--- src/rtl/bl_pwm_pkg.sv ---
package bl_pwm_pkg;
   localparam int DATA_W = 32;
   localparam int ADDR_W = 8;

   // word addresses
   localparam logic [ADDR_W-1:0] OFF_ENABLE      = 8'h00;
   localparam logic [ADDR_W-1:0] OFF_COMMIT      = 8'h04;
   localparam logic [ADDR_W-1:0] OFF_CFG         = 8'h08;
   localparam logic [ADDR_W-1:0] OFF_TIMING      = 8'h0C;
   localparam logic [ADDR_W-1:0] OFF_LIVE_CFG    = 8'h10;
   localparam logic [ADDR_W-1:0] OFF_LIVE_TIMING = 8'h14;

   // field positions
   localparam int ENABLE_BIT = 0;
   localparam int COMMIT_BIT = 0;
   localparam int DIRECT_BIT = 1;
   localparam int PRESC_LSB  = 16;
   localparam int PERIOD_LSB = 0;
   localparam int HIGH_LSB   = 16;
endpackage

--- src/rtl/bl_pwm_regs.sv ---
module bl_pwm_regs
   import bl_pwm_pkg::*;
#(
   parameter int PRESC_W   = 10,
   parameter int PERIOD_W  = 12,
   parameter int HIGH_W    = 13,
   parameter bit DIRECT_EN = 1'b1
) (
   input  logic                clk,
   input  logic                rst_n,
   input  logic                wr_en,
   input  logic [ADDR_W-1:0]   addr,
   input  logic [DATA_W-1:0]   wdata,
   input  logic [PRESC_W-1:0]  act_presc,
   input  logic [PERIOD_W-1:0] act_period,
   input  logic [HIGH_W-1:0]   act_high,
   output logic [DATA_W-1:0]   rdata,
   output logic                en,
   output logic                direct,
   output logic                commit_pulse,
   output logic [PRESC_W-1:0]  sh_presc,
   output logic [PERIOD_W-1:0] sh_period,
   output logic [HIGH_W-1:0]   sh_high
);
   logic wr_enable, wr_commit, wr_cfg, wr_timing;
   logic commit_q;
   logic unused_wdata_bits;

   assign wr_enable = wr_en && (addr == OFF_ENABLE);
   assign wr_commit = wr_en && (addr == OFF_COMMIT);
   assign wr_cfg    = wr_en && (addr == OFF_CFG);
   assign wr_timing = wr_en && (addr == OFF_TIMING);
   assign unused_wdata_bits = ^wdata;

   // release of a held commit bit is the load request
   assign commit_pulse = wr_commit && commit_q && !wdata[COMMIT_BIT];

   always_ff @(posedge clk or negedge rst_n) begin
      if (!rst_n) begin
         en        <= 1'b0;
         commit_q  <= 1'b0;
         sh_presc  <= '0;
         sh_period <= '0;
         sh_high   <= '0;
      end else begin
         if (wr_enable) en       <= wdata[ENABLE_BIT];
         if (wr_commit) commit_q <= wdata[COMMIT_BIT];
         if (wr_cfg)    sh_presc <= wdata[PRESC_LSB +: PRESC_W];
         if (wr_timing) begin
            sh_period <= wdata[PERIOD_LSB +: PERIOD_W];
            sh_high   <= wdata[HIGH_LSB +: HIGH_W];
         end
      end
   end

   generate
      if (DIRECT_EN) begin : g_direct
         logic direct_q;
         always_ff @(posedge clk or negedge rst_n) begin
            if (!rst_n)      direct_q <= 1'b0;
            else if (wr_cfg) direct_q <= wdata[DIRECT_BIT];
         end
         assign direct = direct_q;
      end else begin : g_no_direct
         assign direct = 1'b0;
      end
   endgenerate

   // readback, unused bits zero
   always_comb begin
      rdata = '0;
      case (addr)
         OFF_ENABLE: rdata[ENABLE_BIT] = en;
         OFF_COMMIT: rdata[COMMIT_BIT] = commit_q;
         OFF_CFG: begin
            rdata[PRESC_LSB +: PRESC_W] = sh_presc;
            rdata[DIRECT_BIT]           = direct;
         end
         OFF_TIMING: begin
            rdata[PERIOD_LSB +: PERIOD_W] = sh_period;
            rdata[HIGH_LSB +: HIGH_W]     = sh_high;
         end
         OFF_LIVE_CFG: rdata[PRESC_LSB +: PRESC_W] = act_presc;
         OFF_LIVE_TIMING: begin
            rdata[PERIOD_LSB +: PERIOD_W] = act_period;
            rdata[HIGH_LSB +: HIGH_W]     = act_high;
         end
         default: rdata = '0;
      endcase
   end
endmodule

--- src/rtl/bl_pwm_bank.sv ---
module bl_pwm_bank #(
   parameter int PRESC_W  = 10,
   parameter int PERIOD_W = 12,
   parameter int HIGH_W   = 13
) (
   input  logic                clk,
   input  logic                rst_n,
   input  logic                en,
   input  logic                direct,
   input  logic                commit_pulse,
   input  logic                boundary,
   input  logic [PRESC_W-1:0]  sh_presc,
   input  logic [PERIOD_W-1:0] sh_period,
   input  logic [HIGH_W-1:0]   sh_high,
   output logic [PRESC_W-1:0]  act_presc,
   output logic [PERIOD_W-1:0] act_period,
   output logic [HIGH_W-1:0]   act_high,
   output logic                pending
);
   logic request;
   logic load;

   // a request raised in the wrap cycle lands in that same wrap
   assign request = pending || commit_pulse;
   // direct mode copies every clock
   assign load    = direct || (request && (!en || boundary));

   always_ff @(posedge clk or negedge rst_n) begin
      if (!rst_n) begin
         act_presc  <= '0;
         act_period <= '0;
         act_high   <= '0;
         pending    <= 1'b0;
      end else begin
         if (load) begin
            act_presc  <= sh_presc;
            act_period <= sh_period;
            act_high   <= sh_high;
         end
         pending <= load ? 1'b0 : request;
      end
   end
endmodule

--- src/rtl/bl_pwm_timebase.sv ---
module bl_pwm_timebase #(
   parameter int PRESC_W  = 10,
   parameter int PERIOD_W = 12,
   parameter int HIGH_W   = 13
) (
   input  logic                clk,
   input  logic                rst_n,
   input  logic                en,
   input  logic [PRESC_W-1:0]  act_presc,
   input  logic [PERIOD_W-1:0] act_period,
   input  logic [HIGH_W-1:0]   act_high,
   output logic                tick,
   output logic                boundary,
   output logic [PRESC_W-1:0]  presc_cnt,
   output logic [PERIOD_W-1:0] cnt,
   output logic                pwm_out
);
   // compare with >= so a live value shrunk in direct mode still wraps
   assign tick     = en && (presc_cnt >= act_presc);
   assign boundary = tick && (cnt >= act_period);

   always_ff @(posedge clk or negedge rst_n) begin
      if (!rst_n) begin
         presc_cnt <= '0;
         cnt       <= '0;
      end else if (!en) begin
         presc_cnt <= '0;
         cnt       <= '0;
      end else begin
         presc_cnt <= tick ? '0 : presc_cnt + 1'b1;
         if (tick) cnt <= boundary ? '0 : cnt + 1'b1;
      end
   end

   // high for counts below H; H above N holds the pin high
   assign pwm_out = en && (HIGH_W'(cnt) < act_high);
endmodule

--- src/rtl/bl_pwm.sv ---
module bl_pwm
   import bl_pwm_pkg::*;
#(
   parameter int PRESC_W   = 10,
   parameter int PERIOD_W  = 12,
   parameter int HIGH_W    = PERIOD_W + 1,
   parameter bit DIRECT_EN = 1'b1
) (
   input  logic              clk,
   input  logic              rst_n,
   input  logic              wr_en,
   input  logic [ADDR_W-1:0] addr,
   input  logic [DATA_W-1:0] wdata,
   output logic [DATA_W-1:0] rdata,
   output logic              pwm_out
);
   generate
      if (PRESC_LSB + PRESC_W > DATA_W) begin : g_bad_presc
         $error("prescaler field exceeds word");
      end
      if (HIGH_LSB + HIGH_W > DATA_W) begin : g_bad_high
         $error("high-time field exceeds word");
      end
      if (PERIOD_LSB + PERIOD_W > HIGH_LSB) begin : g_bad_period
         $error("period field overlaps high-time field");
      end
      if (HIGH_W <= PERIOD_W) begin : g_bad_ratio
         $error("high-time must be wider than period");
      end
   endgenerate

   logic                en_w, direct_w, commit_pulse_w;
   logic                tick_w, boundary_w, pending_w;
   logic [PRESC_W-1:0]  sh_presc_w, act_presc_w, presc_cnt_w;
   logic [PERIOD_W-1:0] sh_period_w, act_period_w, cnt_w;
   logic [HIGH_W-1:0]   sh_high_w, act_high_w;

   bl_pwm_regs #(
      .PRESC_W(PRESC_W), .PERIOD_W(PERIOD_W), .HIGH_W(HIGH_W), .DIRECT_EN(DIRECT_EN)
   ) u_regs (
      .clk(clk), .rst_n(rst_n), .wr_en(wr_en), .addr(addr), .wdata(wdata),
      .act_presc(act_presc_w), .act_period(act_period_w), .act_high(act_high_w),
      .rdata(rdata), .en(en_w), .direct(direct_w), .commit_pulse(commit_pulse_w),
      .sh_presc(sh_presc_w), .sh_period(sh_period_w), .sh_high(sh_high_w)
   );

   bl_pwm_bank #(
      .PRESC_W(PRESC_W), .PERIOD_W(PERIOD_W), .HIGH_W(HIGH_W)
   ) u_bank (
      .clk(clk), .rst_n(rst_n), .en(en_w), .direct(direct_w),
      .commit_pulse(commit_pulse_w), .boundary(boundary_w),
      .sh_presc(sh_presc_w), .sh_period(sh_period_w), .sh_high(sh_high_w),
      .act_presc(act_presc_w), .act_period(act_period_w), .act_high(act_high_w),
      .pending(pending_w)
   );

   bl_pwm_timebase #(
      .PRESC_W(PRESC_W), .PERIOD_W(PERIOD_W), .HIGH_W(HIGH_W)
   ) u_tb (
      .clk(clk), .rst_n(rst_n), .en(en_w),
      .act_presc(act_presc_w), .act_period(act_period_w), .act_high(act_high_w),
      .tick(tick_w), .boundary(boundary_w), .presc_cnt(presc_cnt_w), .cnt(cnt_w),
      .pwm_out(pwm_out)
   );
endmodule

--- config.mk ---
export PLATFORM = sky130hd
export DESIGN_NAME = bl_pwm
export DESIGN_NICKNAME = d
export VERILOG_FILES = /design/src/rtl/bl_pwm_pkg.sv /design/src/rtl/bl_pwm_regs.sv /design/src/rtl/bl_pwm_bank.sv /design/src/rtl/bl_pwm_timebase.sv /design/src/rtl/bl_pwm.sv
export SDC_FILE = /design/constraint.sdc
export NUM_CORES = 1
export LEC_CHECK = 0
export BUFFER_PORTS_ARGS = -buffer_cell sky130_fd_sc_hd__buf_2
export CELL_PAD_IN_SITES_DETAIL_PLACEMENT = 1
export CELL_PAD_IN_SITES_GLOBAL_PLACEMENT = 2
export CORE_AREA = 2 2 121 123
export DETAILED_ROUTE_END_ITERATION = 10
export DIE_AREA = 0 0 123 125
export GPL_TIMING_DRIVEN = 0
export PLACE_DENSITY = 0.78
export SKIP_LAST_GASP = 1
export SLEW_MARGIN = 20
export SYNTH_ARGS = -nofsm -noshare
export SYNTH_HDL_FRONTEND = slang
export SYNTH_SLANG_ARGS = --single-unit
--- constraint.sdc ---
create_clock -name clk -period 3 [get_ports clk]
set_clock_uncertainty 0.15 [all_clocks]
set_input_delay 0.3 -clock clk [delete_from_list [all_inputs] [get_ports clk]]
set_output_delay 0.3 -clock clk [all_outputs]
set_load 0.01 [all_outputs]
==> out/qor.yml, run 1 <==
timing:
  whs_ns: 0.0254
  period_needed_ns: 2.89
  fmax_ghz: 0.346
  max_slew_margin_pct: 50.2
  finalHoldViolations: 0
  slew_viol_final: 0
  setup_viol: 0
  tightest_slew_ns: 0.747
  period_share_pct: 96.4
route:
  dr.pass1.iters: 6
  vias: 3779
  finalWirelength_um: 13600
  drc: 0
  wl_per_cell_um: 18.7
  drtAntennaViolNets: 0
  drt-initial-drc-count: 141
  viasPerCell: 5.19
pwr:
  power_density_mw_per_mm2: 502
  p_switching_mw: 0.820
  seq_power_share_pct: 46.7
  combPwrFrac_pct: 13.3
  clkPwrFrac_pct: 40.0
  cellLeakagePower_nw: 3.20
  swShare_pct: 26.2
  intPower_mw: 2.30
  peakVddDrop_mv: 0.329
worst_setup_path:
  cp-startpoint: "u_tb.presc_cnt[4]"
  worstReg2RegStart: "u_tb.presc_cnt[4]"
  cpPeakStageDelay_ns: 0.43
  critical_path.slowest_cell: "dfrtp_1"
  critical_path.max_fanout: 10
  crit_chain: "ha_1, a21oi_1, a211oi_1, a2111oi_2, buf_4, o211ai_4, a31oi_4, buf_12, buf_6, mux2_4"
  rr_worst_depth: 10
  start_kind: "flop"
  critPathKind: "reg2reg"
  end_kind: "flop"
  worst_ep_required_time_ns: 3.09
  worstPathArrival_ns: 2.98
floorplan:
  initial_core_util_pct: 37.0
  rows: 44
  die-area_sq_mm: 0.0154
  core_sq_mm: 0.0142
  dieHeight_um: 125
  io_pins: 76
  die_x_um: 123
final_layout:
  syn2layout_area_growth_pct: 18.5
  layout_common_cells: "96 x dfrtp_1, 62 x buf_2, 50 x inv_1, 43 x mux2_2, 35 x ha_1"
  final_common_cell: "dfrtp_1"
  num-fill-cells: 1558
  fin_cells: 728
  diodes: 0
  final_nets: 617
  drive_gt1_share_pct: 31.1
cts:
  worstSkewPairLatency_ns: 0.35
  cts_tree: "built"
  cts_buffers: 9
  clockBufferDepth: 2
  h-tree-depth: 3
  clock-root-buffer: "clkbuf_16"
  clock-sinks: 96
  clk_pin_slew_ns: 0.07
synthesis:
  async_flop_share_pct: 100
  ys_types: 47
  ys_seq_elements: 96
  synth_warnings: 0
  seq_area_frac_synth_pct: 45.8
  synth_edf_count: 0
  synth_flop_cell: "dfrtp_1"
  syn-cell-area_sq_mm: 0.00525
  syn_avg_cell_area_sq_um: 11.5
  synthCells: 455
min_path:
  hold_path_class: "in2reg"
  whs_path_depth: 2
  min_from: "wdata[3]"
global_routing:
  grtUsageTotal_pct: 18.9
  grt_pass1_wl_um: 22100
  grt_max_degree: 50
  gr-total-overflow: 0
  grt_antenna_before_repair: 0
  grt_pass1_vias: 4124
placed_design:
  dp.final_hpwl_um: 10200
  portBuffers: 61
  place_congestion: 0.765
  numPlacedInstances: 707
run_status:
  outcome: "finished, final reports clean"
run:
  cap_violations: 0
path summary, 6_finish.rpt:
check / to / slack, ns
max: u_bank.act_high[5] / 0.11
min: u_regs.sh_period[3] / 0.03
max reg2reg: u_bank.act_high[5] / 0.11
min reg2reg: u_regs.sh_presc[2] / 0.36
max in group asynchronous: u_tb.presc_cnt[4] / 1.79
min in group asynchronous: u_regs.sh_period[10] / 0.30
power by group through the flow:
stage	Combinational, mW	Clock, mW	Sequential (mW)
after global placement	0.376	0	1.47
final	0.416	1.25	1.46
after floorplan	0.262	0	1.46
after global routing	0.475	1.32	1.47
after CTS	0.406	1.27	1.46
after detailed placement	0.399	0	1.48
cell usage after synthesis (all sizes together) (2+ instances only):
cell / n / share of area (%)
dfrtp: 96 / 46
mux2: 64 / 15
inv: 50 / 3.6
ha: 35 / 8.3
o21ai: 27 / 2.6
nor2: 18 / 1.3
a22o: 13 / 2.2
and3: 13 / 1.5
buf: 13 / 2.0
nand2b: 12 / 1.4
a222oi: 11 / 2.1
clkbuf: 11 / 0.79
a21o: 10 / 1.5
nand2: 10 / 0.76
nand3: 10 / 0.95
mux2i: 9 / 1.7
o2bb2ai: 9 / 1.5
a21oi: 8 / 0.76
xor2: 5 / 0.83
nand4: 3 / 0.36
xnor2: 3 / 0.50
a211oi: 2 / 0.29
a221o: 2 / 0.38
a31oi: 2 / 0.52
and2: 2 / 0.24
nand4b: 2 / 0.33
repair_timing:
item                                    4_1_cts  5_1_grt
buffers inserted                              0        5
hold endpoints to repair                     48        0
endpoints found under the setup margin       11       37
hold buffers                                  1        0
pin swaps                                     0        4
gates resized for setup                       2        1
through the flow:
step                      worst slack, ns  utilization [%]  setup TNS [ns]  instance area [sq um]  power, mW
final                               0.107             43.8               0                   6220       3.12
after global routing              -0.0258             43.8          -0.250                   6220       3.26
after CTS                          0.0299             43.4               0                   6170       3.14
after detailed placement           -0.214             41.1           -1.39                   5840       1.88
after global placement             -0.174             40.9          -0.991                   5810       1.85
after floorplan                     0.404                -               0                   5270       1.72
state kept, by name, summed over array words and instances, names as in the netlist:
register           cells
u_bank.act_period     12
u_tb.cnt              12
u_regs.commit_q        1
u_bank.act_high       13
u_tb.presc_cnt        10
u_bank.pending         1
u_regs.en              1
u_bank.act_presc      10
u_regs.sh_period      12
u_regs.direct          1
u_regs.sh_presc       10
u_regs.sh_high        13
kinds of logic (layout without fill, tap and decap cells):
family | Yosys count | after routing | share of synthesized area [%]
other cells | 1 | 7 | 0.0714
flops | 96 | 96 | 45.8
xor+xnor | 8 | 8 | 1.33
mux | 73 | 73 | 16.9
simple gates | 78 | 78 | 8.27
fa+ha+maj | 35 | 35 | 8.34
buf+inv | 74 | 157 | 6.34
compound gates | 90 | 90 | 12.9
final cells by class:
type	instances	area (sq um)	share of cell area, %
multi-input combinational	291	2550	40.9
sequential	96	2400	38.6
timing repair buffer	68	399	6.41
tap	184	230	3.70
clock buffer	10	229	3.68
inverter	50	188	3.02
buffer	23	144	2.31
clock inverter	6	83.8	1.35
per-layer routing:
metal | vias to the layer above | routed length (um) | GRT usage (%)
li1 | 1789 | - | -
met1 | 1928 | 6070 | 24.1
met2 | 47 | 6920 | 32.0
met3 | 15 | 340 | 3.01
met4 | 0 | 281 | 7.02
met5 | - | 0 | 0
critical path: cells and delay by family (launching register included):
kind	cells	cell delay, ns
DFF	1	0.43
AOI/OAI and AO/OA	5	1.00
adders and majority gates	1	0.33
muxes	1	0.32
buffers and inverters	3	0.53
No activity file was read; power rests on OpenSTA's default activity.
==> run 2: changes to the inputs <==
--- a/config.mk
+++ b/config.mk
@@ -8,13 +8,14 @@
 export BUFFER_PORTS_ARGS = -buffer_cell sky130_fd_sc_hd__buf_2
 export CELL_PAD_IN_SITES_DETAIL_PLACEMENT = 1
 export CELL_PAD_IN_SITES_GLOBAL_PLACEMENT = 2
-export CORE_AREA = 2 2 121 123
+export CORE_AREA = 2 2 124 126
 export DETAILED_ROUTE_END_ITERATION = 10
-export DIE_AREA = 0 0 123 125
+export DIE_AREA = 0 0 126 128
 export GPL_TIMING_DRIVEN = 0
-export PLACE_DENSITY = 0.78
+export PLACE_DENSITY = 0.79
 export SKIP_LAST_GASP = 1
 export SLEW_MARGIN = 20
 export SYNTH_ARGS = -nofsm -noshare
 export SYNTH_HDL_FRONTEND = slang
+export SYNTH_HIERARCHICAL = 1
 export SYNTH_SLANG_ARGS = --single-unit
==> run 2 against run 1 <==
Net effect: setup slack better by 0.0093 ns; synthesized area up 8.2%; sequential power down 4%; via count up 13%.
==> out/qor.yml, run 2 <==
final_layout:
  diodes: 0
  final_nets: 661
  final_common_cell: "dfrtp_1"
  multi_input_area_sq_mm: 0.00301
  drive_gt1_share_pct: 35.7
  layout_common_cells: "93 x dfrtp_1, 62 x buf_2, 44 x mux2_2, 38 x inv_1, 34 x ha_1"
  num-fill-cells: 1652
  fin_cells: 776
  largestRegisters: "u_bank/act_high: 13 flops, u_regs/sh_high: 13 flops"
  syn2layout_area_growth_pct: 18.9
  seq_area_sq_mm: 0.00241
  design_area_sq_mm: 0.00675
synthesis:
  syn-cell-area_sq_mm: 0.00568
  synthCells: 494
  synth_warnings: 6
  syn_avg_cell_area_sq_um: 11.5
placed_design:
  place_congestion: 0.822
  portBuffers: 60
  numPlacedInstances: 749
  dp.final_hpwl_um: 11100
  place_area_sq_mm: 0.00627
pwr:
  peakVddDrop_mv: 0.251
  power_mw: 3.05
  cellLeakagePower_nw: 3.28
  power_density_mw_per_mm2: 452
cts:
  clock-sinks: 96
  worstSkewPairLatency_ns: 0.36
  cts_tree: "built"
  cts_buffers: 9
  h-tree-depth: 3
  clock-root-buffer: "clkbuf_16"
  clk_pin_slew_ns: 0.07
  clockBufferDepth: 2
worst_setup_path:
  critical-path-top-delay-family: "compound AO/OA/AOI/OAI gates"
  crit_chain: "ha_1, nand2b_1, a21o_1, a211o_2, o21ai_2, a21oi_2, nand2b_4, a21oi_4, buf_4, buf_4, mux2_2"
  worst_ep_required_time_ns: 3.09
  path_common_cell: "buf_4"
  start_kind: "flop"
  critical_path.slowest_cell: "dfrtp_1"
  critical_path.max_fanout: 4
  worstPathArrival_ns: 2.97
  path_buf_inv: 2
  cpPeakStageDelay_ns: 0.44
  critPathKind: "reg2reg"
  end_kind: "flop"
timing:
  slew_viol_final: 0
  max_slew_margin_pct: 61.3
  period_needed_ns: 2.88
  fmax_ghz: 0.347
  finalHoldViolations: 0
  rsz0062_at_grt: "no"
  tightest_slew_ns: 0.581
  period_share_pct: 96.1
  setup_viol: 0
route:
  vias: 4270
  finalWirelength_um: 15100
  drt-initial-drc-count: 171
  drtAntennaViolNets: 0
  viasPerCell: 5.50
  drc: 0
  dr.pass1.iters: 4
  wl_per_cell_um: 19.4
global_routing:
  grt_pass1_wl_um: 24600
  grtUsageTotal_pct: 19.4
  grt_pass1_vias: 4633
  grt_max_degree: 57
  grt_antenna_before_repair: 0
  gr-total-overflow: 0
run:
  cap_violations: 0
floorplan:
  die_x_um: 126
  die-area_sq_mm: 0.0161
  dieHeight_um: 128
  rows: 45
  io_pins: 76
  core_sq_mm: 0.0149
  initial_core_util_pct: 38.2
min_path:
  hold_path_class: "in2reg"
run_status:
  outcome: "finished, final reports clean"
==> run 2: worst reg2reg max path: stages, from the launching register on <==
cell and delay, ns:
dfrtp_1 0.44, ha_1 0.30, nand2b_1 0.14, a21o_1 0.23, a211o_2 0.38, o21ai_2 0.15, a21oi_2 0.06, nand2b_4 0.16
a21oi_4 0.14, buf_4 0.14, buf_4 0.15, mux2_2 0.34
==> run 2: area by class of cell <==
type	instances	area share (%)
Timing Repair Buffer	72	6.26
Sequential cell	96	35.6
Clock inverter	7	1.41
Tap cell	188	3.48
Clock buffer	9	3.34
Inverter	38	2.11
Multi-Input combinational cell	342	44.6
Buffer	24	3.15
==> run 2: routing by layer <==
metal / vias up / track usage, % / share of wire, %
met1: 2172 / 25.7 / 46
met4: 0 / 7.18 / 2.2
met3: 24 / 2.92 / 2.8
li1: 1995 / - / -
met5: - / 0 / 0
met2: 79 / 32.4 / 49
==> run 2: where the power goes <==
group / total (mW) / switching, mW / internal, mW
Clock: 1.24 / 0.564 / 0.673
Combinational: 0.417 / 0.231 / 0.186
Sequential: 1.40 / 0.0510 / 1.35
==> run 2: path summary, 6_finish.rpt <==
kind	from	to	depth (start not counted)	slack, ns
setup / recovery	u_bank/act_presc[0]	u_bank/act_presc[3]	11	0.12
hold / removal	wdata[5]	u_regs/sh_period[5]	2	0.02
setup reg to reg	u_bank/act_presc[0]	u_bank/act_presc[3]	11	0.12
hold reg to reg	u_regs/sh_period[11]	u_regs/sh_period[11]	1	0.38
max in group asynchronous	rst_n	u_tb/presc_cnt[7]	3	1.82
min in group asynchronous	rst_n	u_regs/sh_period[5]	2	0.27
==> run 2: metrics by stage <==
| stage | util (%) | setup WS (ns) | hold WS, ns | TNS, ns |
|---|---|---|---|---|
| after floorplan | - | 0.136 | -0.146 | 0 |
| after global placement | 42.0 | -0.497 | 0.357 | -16.39 |
| after detailed placement | 42.2 | -0.524 | 0.101 | -17.23 |
| after CTS | 45.1 | 0.00728 | 0.00603 | 0 |
| after global routing | 45.4 | 0.00914 | 0.0165 | 0 |
| final | 45.4 | 0.116 | 0.0204 | 0 |
==> run 2: repair_timing <==
item,in CTS,in global routing
hold endpoints to repair,40,0
setup endpoints to repair,36,36
hold buffers,1,0
gates resized for setup,10,10
cloned,0,0
buffers inserted,9,1
pin swaps,5,1
==> run 3: changes to the inputs <==
--- a/config.mk
+++ b/config.mk
@@ -8,9 +8,9 @@
 export BUFFER_PORTS_ARGS = -buffer_cell sky130_fd_sc_hd__buf_2
 export CELL_PAD_IN_SITES_DETAIL_PLACEMENT = 1
 export CELL_PAD_IN_SITES_GLOBAL_PLACEMENT = 2
-export CORE_AREA = 2 2 124 126
+export CORE_AREA = 2 2 174 91
 export DETAILED_ROUTE_END_ITERATION = 10
-export DIE_AREA = 0 0 126 128
+export DIE_AREA = 0 0 176 93
 export GPL_TIMING_DRIVEN = 0
 export PLACE_DENSITY = 0.79
 export SKIP_LAST_GASP = 1
==> run 3 against run 2 <==
Net effect: cell count is 2.7% higher; flip-flop and latch count is the same; count of clock-buffer cells in the layout rose by 1; core utilization up 0.42 points; final area grew 1.4%; setup slack worse by 0.033 ns; register-to-register slack worse by 0.03 ns; non-clock buffer count up 6; total power is 0.62% lower; fmax fell by 1.1%; first-iteration DRC count rose by 39%; critical endpoint is now u_bank/act_period[4]; die area is 1.5% higher.
==> out/qor.yml, run 3 (synthesized netlist as in run 2, its figures left out) <==
timing:
  max_slew_margin_pct: 56.3
  tightest_slew_ns: 0.652
  setup_viol: 0
  finalHoldViolations: 0
  fmax_ghz: 0.343
  slew_viol_final: 0
  period_share_pct: 97.2
  period_needed_ns: 2.92
  tns_ns: 0
route:
  drc: 0
  dr.pass1.iters: 4
  vias: 4290
  drtAntennaViolNets: 0
  wl_per_cell_um: 20.9
  drt-initial-drc-count: 237
  top_layer_used: "met4"
  finalWirelength_um: 16700
  wl_met1_um: 8430
  wl_met2_um: 7170
  viasPerCell: 5.38
  dr_wl_met3_um: 917
final_layout:
  final_nets: 667
  design_area_sq_mm: 0.00685
  layout_common_cells: "92 x dfrtp_1, 62 x buf_2, 44 x mux2_2, 38 x inv_1, 32 x ha_1"
  drive_gt1_share_pct: 36.8
  largestRegisters: "u_bank/act_high: 13 flops, u_regs/sh_high: 13 flops"
  diodes: 0
  final_common_cell: "dfrtp_1"
  syn2layout_area_growth_pct: 20.5
  fin_cells: 797
cts:
  clock-root-buffer: "clkbuf_16"
  clk_pin_slew_ns: 0.07
  cts_tree: "built"
  cts_buffers: 9
  clock-sinks: 96
  h-tree-depth: 3
  worstSkewPairLatency_ns: 0.34
  clockBufferDepth: 2
global_routing:
  grt_antenna_before_repair: 0
  grt_pass1_wl_um: 26700
  grt_max_degree: 58
  grt_pass1_vias: 4650
  grtUsageTotal_pct: 21.6
  gr-total-overflow: 0
placed_design:
  place_area_sq_mm: 0.00629
  portBuffers: 60
  dp.final_hpwl_um: 12300
  numPlacedInstances: 765
  place_congestion: 0.857
floorplan:
  core_sq_mm: 0.0149
  dieHeight_um: 93
  initial_core_util_pct: 38.0
  io_pins: 76
  die-area_sq_mm: 0.0164
  die_x_um: 176
  rows: 32
run_status:
  outcome: "finished, final reports clean"
run:
  cap_violations: 0
worst_setup_path:
  worstReg2RegStart: "u_bank/act_presc[0]"
  crit_chain: "ha_1, nand2b_1, a21o_1, a211o_4, o21ai_2, a21oi_1, nand2b_2, a21oi_4, buf_6, buf_12, mux2_4"
  cpPeakStageDelay_ns: 0.41
  critPathKind: "reg2reg"
  critical_path.max_fanout: 10
  r2r_end: "u_bank/act_period[4]"
  worstPathArrival_ns: 2.99
  r2r_slack_ns: 0.08
  rr_worst_depth: 11
  worst_ep_required_time_ns: 3.08
  end_kind: "flop"
  start_kind: "flop"
  critical_path.slowest_cell: "dfrtp_1"
pwr:
  power_mw: 3.03
  power_density_mw_per_mm2: 443
  peakVddDrop_mv: 0.271
  cellLeakagePower_nw: 3.31
min_path:
  hold_path_class: "in2reg"
  worst_hold_path.endpoint: "u_regs/sh_period[5]"
  whs_path_depth: 2
  min_from: "wdata[5]"
[run 3: cell count changes in the layout (fill, tap and decap cells not counted), sizes merged]
cell  previous run  this run
inv             42        40
buf             90        97
[run 3: power by group]
part / switching [mW] / internal, mW
Sequential: 0.0495 / 1.35
Combinational: 0.256 / 0.205
Clock: 0.523 / 0.652
[run 3: worst max-delay path by stage]
| stage | from | slack [ns] | to |
|---|---|---|---|
| 6_report | u_bank/act_presc[0] | 0.08 | u_bank/act_period[4] |
| 4_1_cts | u_bank/act_presc[0] | 0.0008 | u_bank/act_presc[5] |
| 5_1_grt | u_bank/act_presc[0] | -0.002 | u_bank/act_presc[3] |
| 3_5_place_dp | u_tb/cnt[9] | -0.51 | u_bank/act_period[4] |
| 3_3_place_gp | u_tb/cnt[5] | -0.47 | u_bank/act_high[10] |
| 2_1_floorplan | u_tb/presc_cnt[0] | 0.14 | u_bank/act_high[0] |
[run 3: critical path: cells and delay by family (launching register included)]
family | cells | cell delay, ns
fa+ha+maj | 1 | 0.31
simple gates | 2 | 0.38
flops | 1 | 0.41
buf+inv | 2 | 0.30
compound gates | 5 | 0.94
mux | 1 | 0.31
[run 3: layer usage]
layer	vias up	GRT usage, %
li1	1991	-
met1	2174	31.8
met2	111	32.8
met3	14	4.39
met4	0	4.27
met5	-	0
[run 3: final cells by class]
class	instances	area, sq um
buffer	24	218
clock buffer	10	229
clock inverter	5	65.1
fill	1641	8090
inverter	38	143
multi-input combinational	342	3060
sequential	96	2410
tap	204	255
timing repair buffer	78	472
[run 3: repair_timing]
action	4_1_cts	5_1_grt
hold endpoints to repair	39	0
resized for setup	12	19
pin swaps	4	5
hold buffers	1	0
endpoints found under the setup margin	36	36
setup buffers	11	5
[run 3: metrics by stage]
stage               utilization, %  setup slack (ns)  hold WS (ns)
global placement              41.9            -0.470         0.360
global route                  45.9          -0.00168        0.0290
finish                        45.9            0.0832        0.0367
CTS                           45.1          0.000807        0.0256
detailed placement            42.1            -0.510         0.106
floorplan                        -             0.136        -0.146
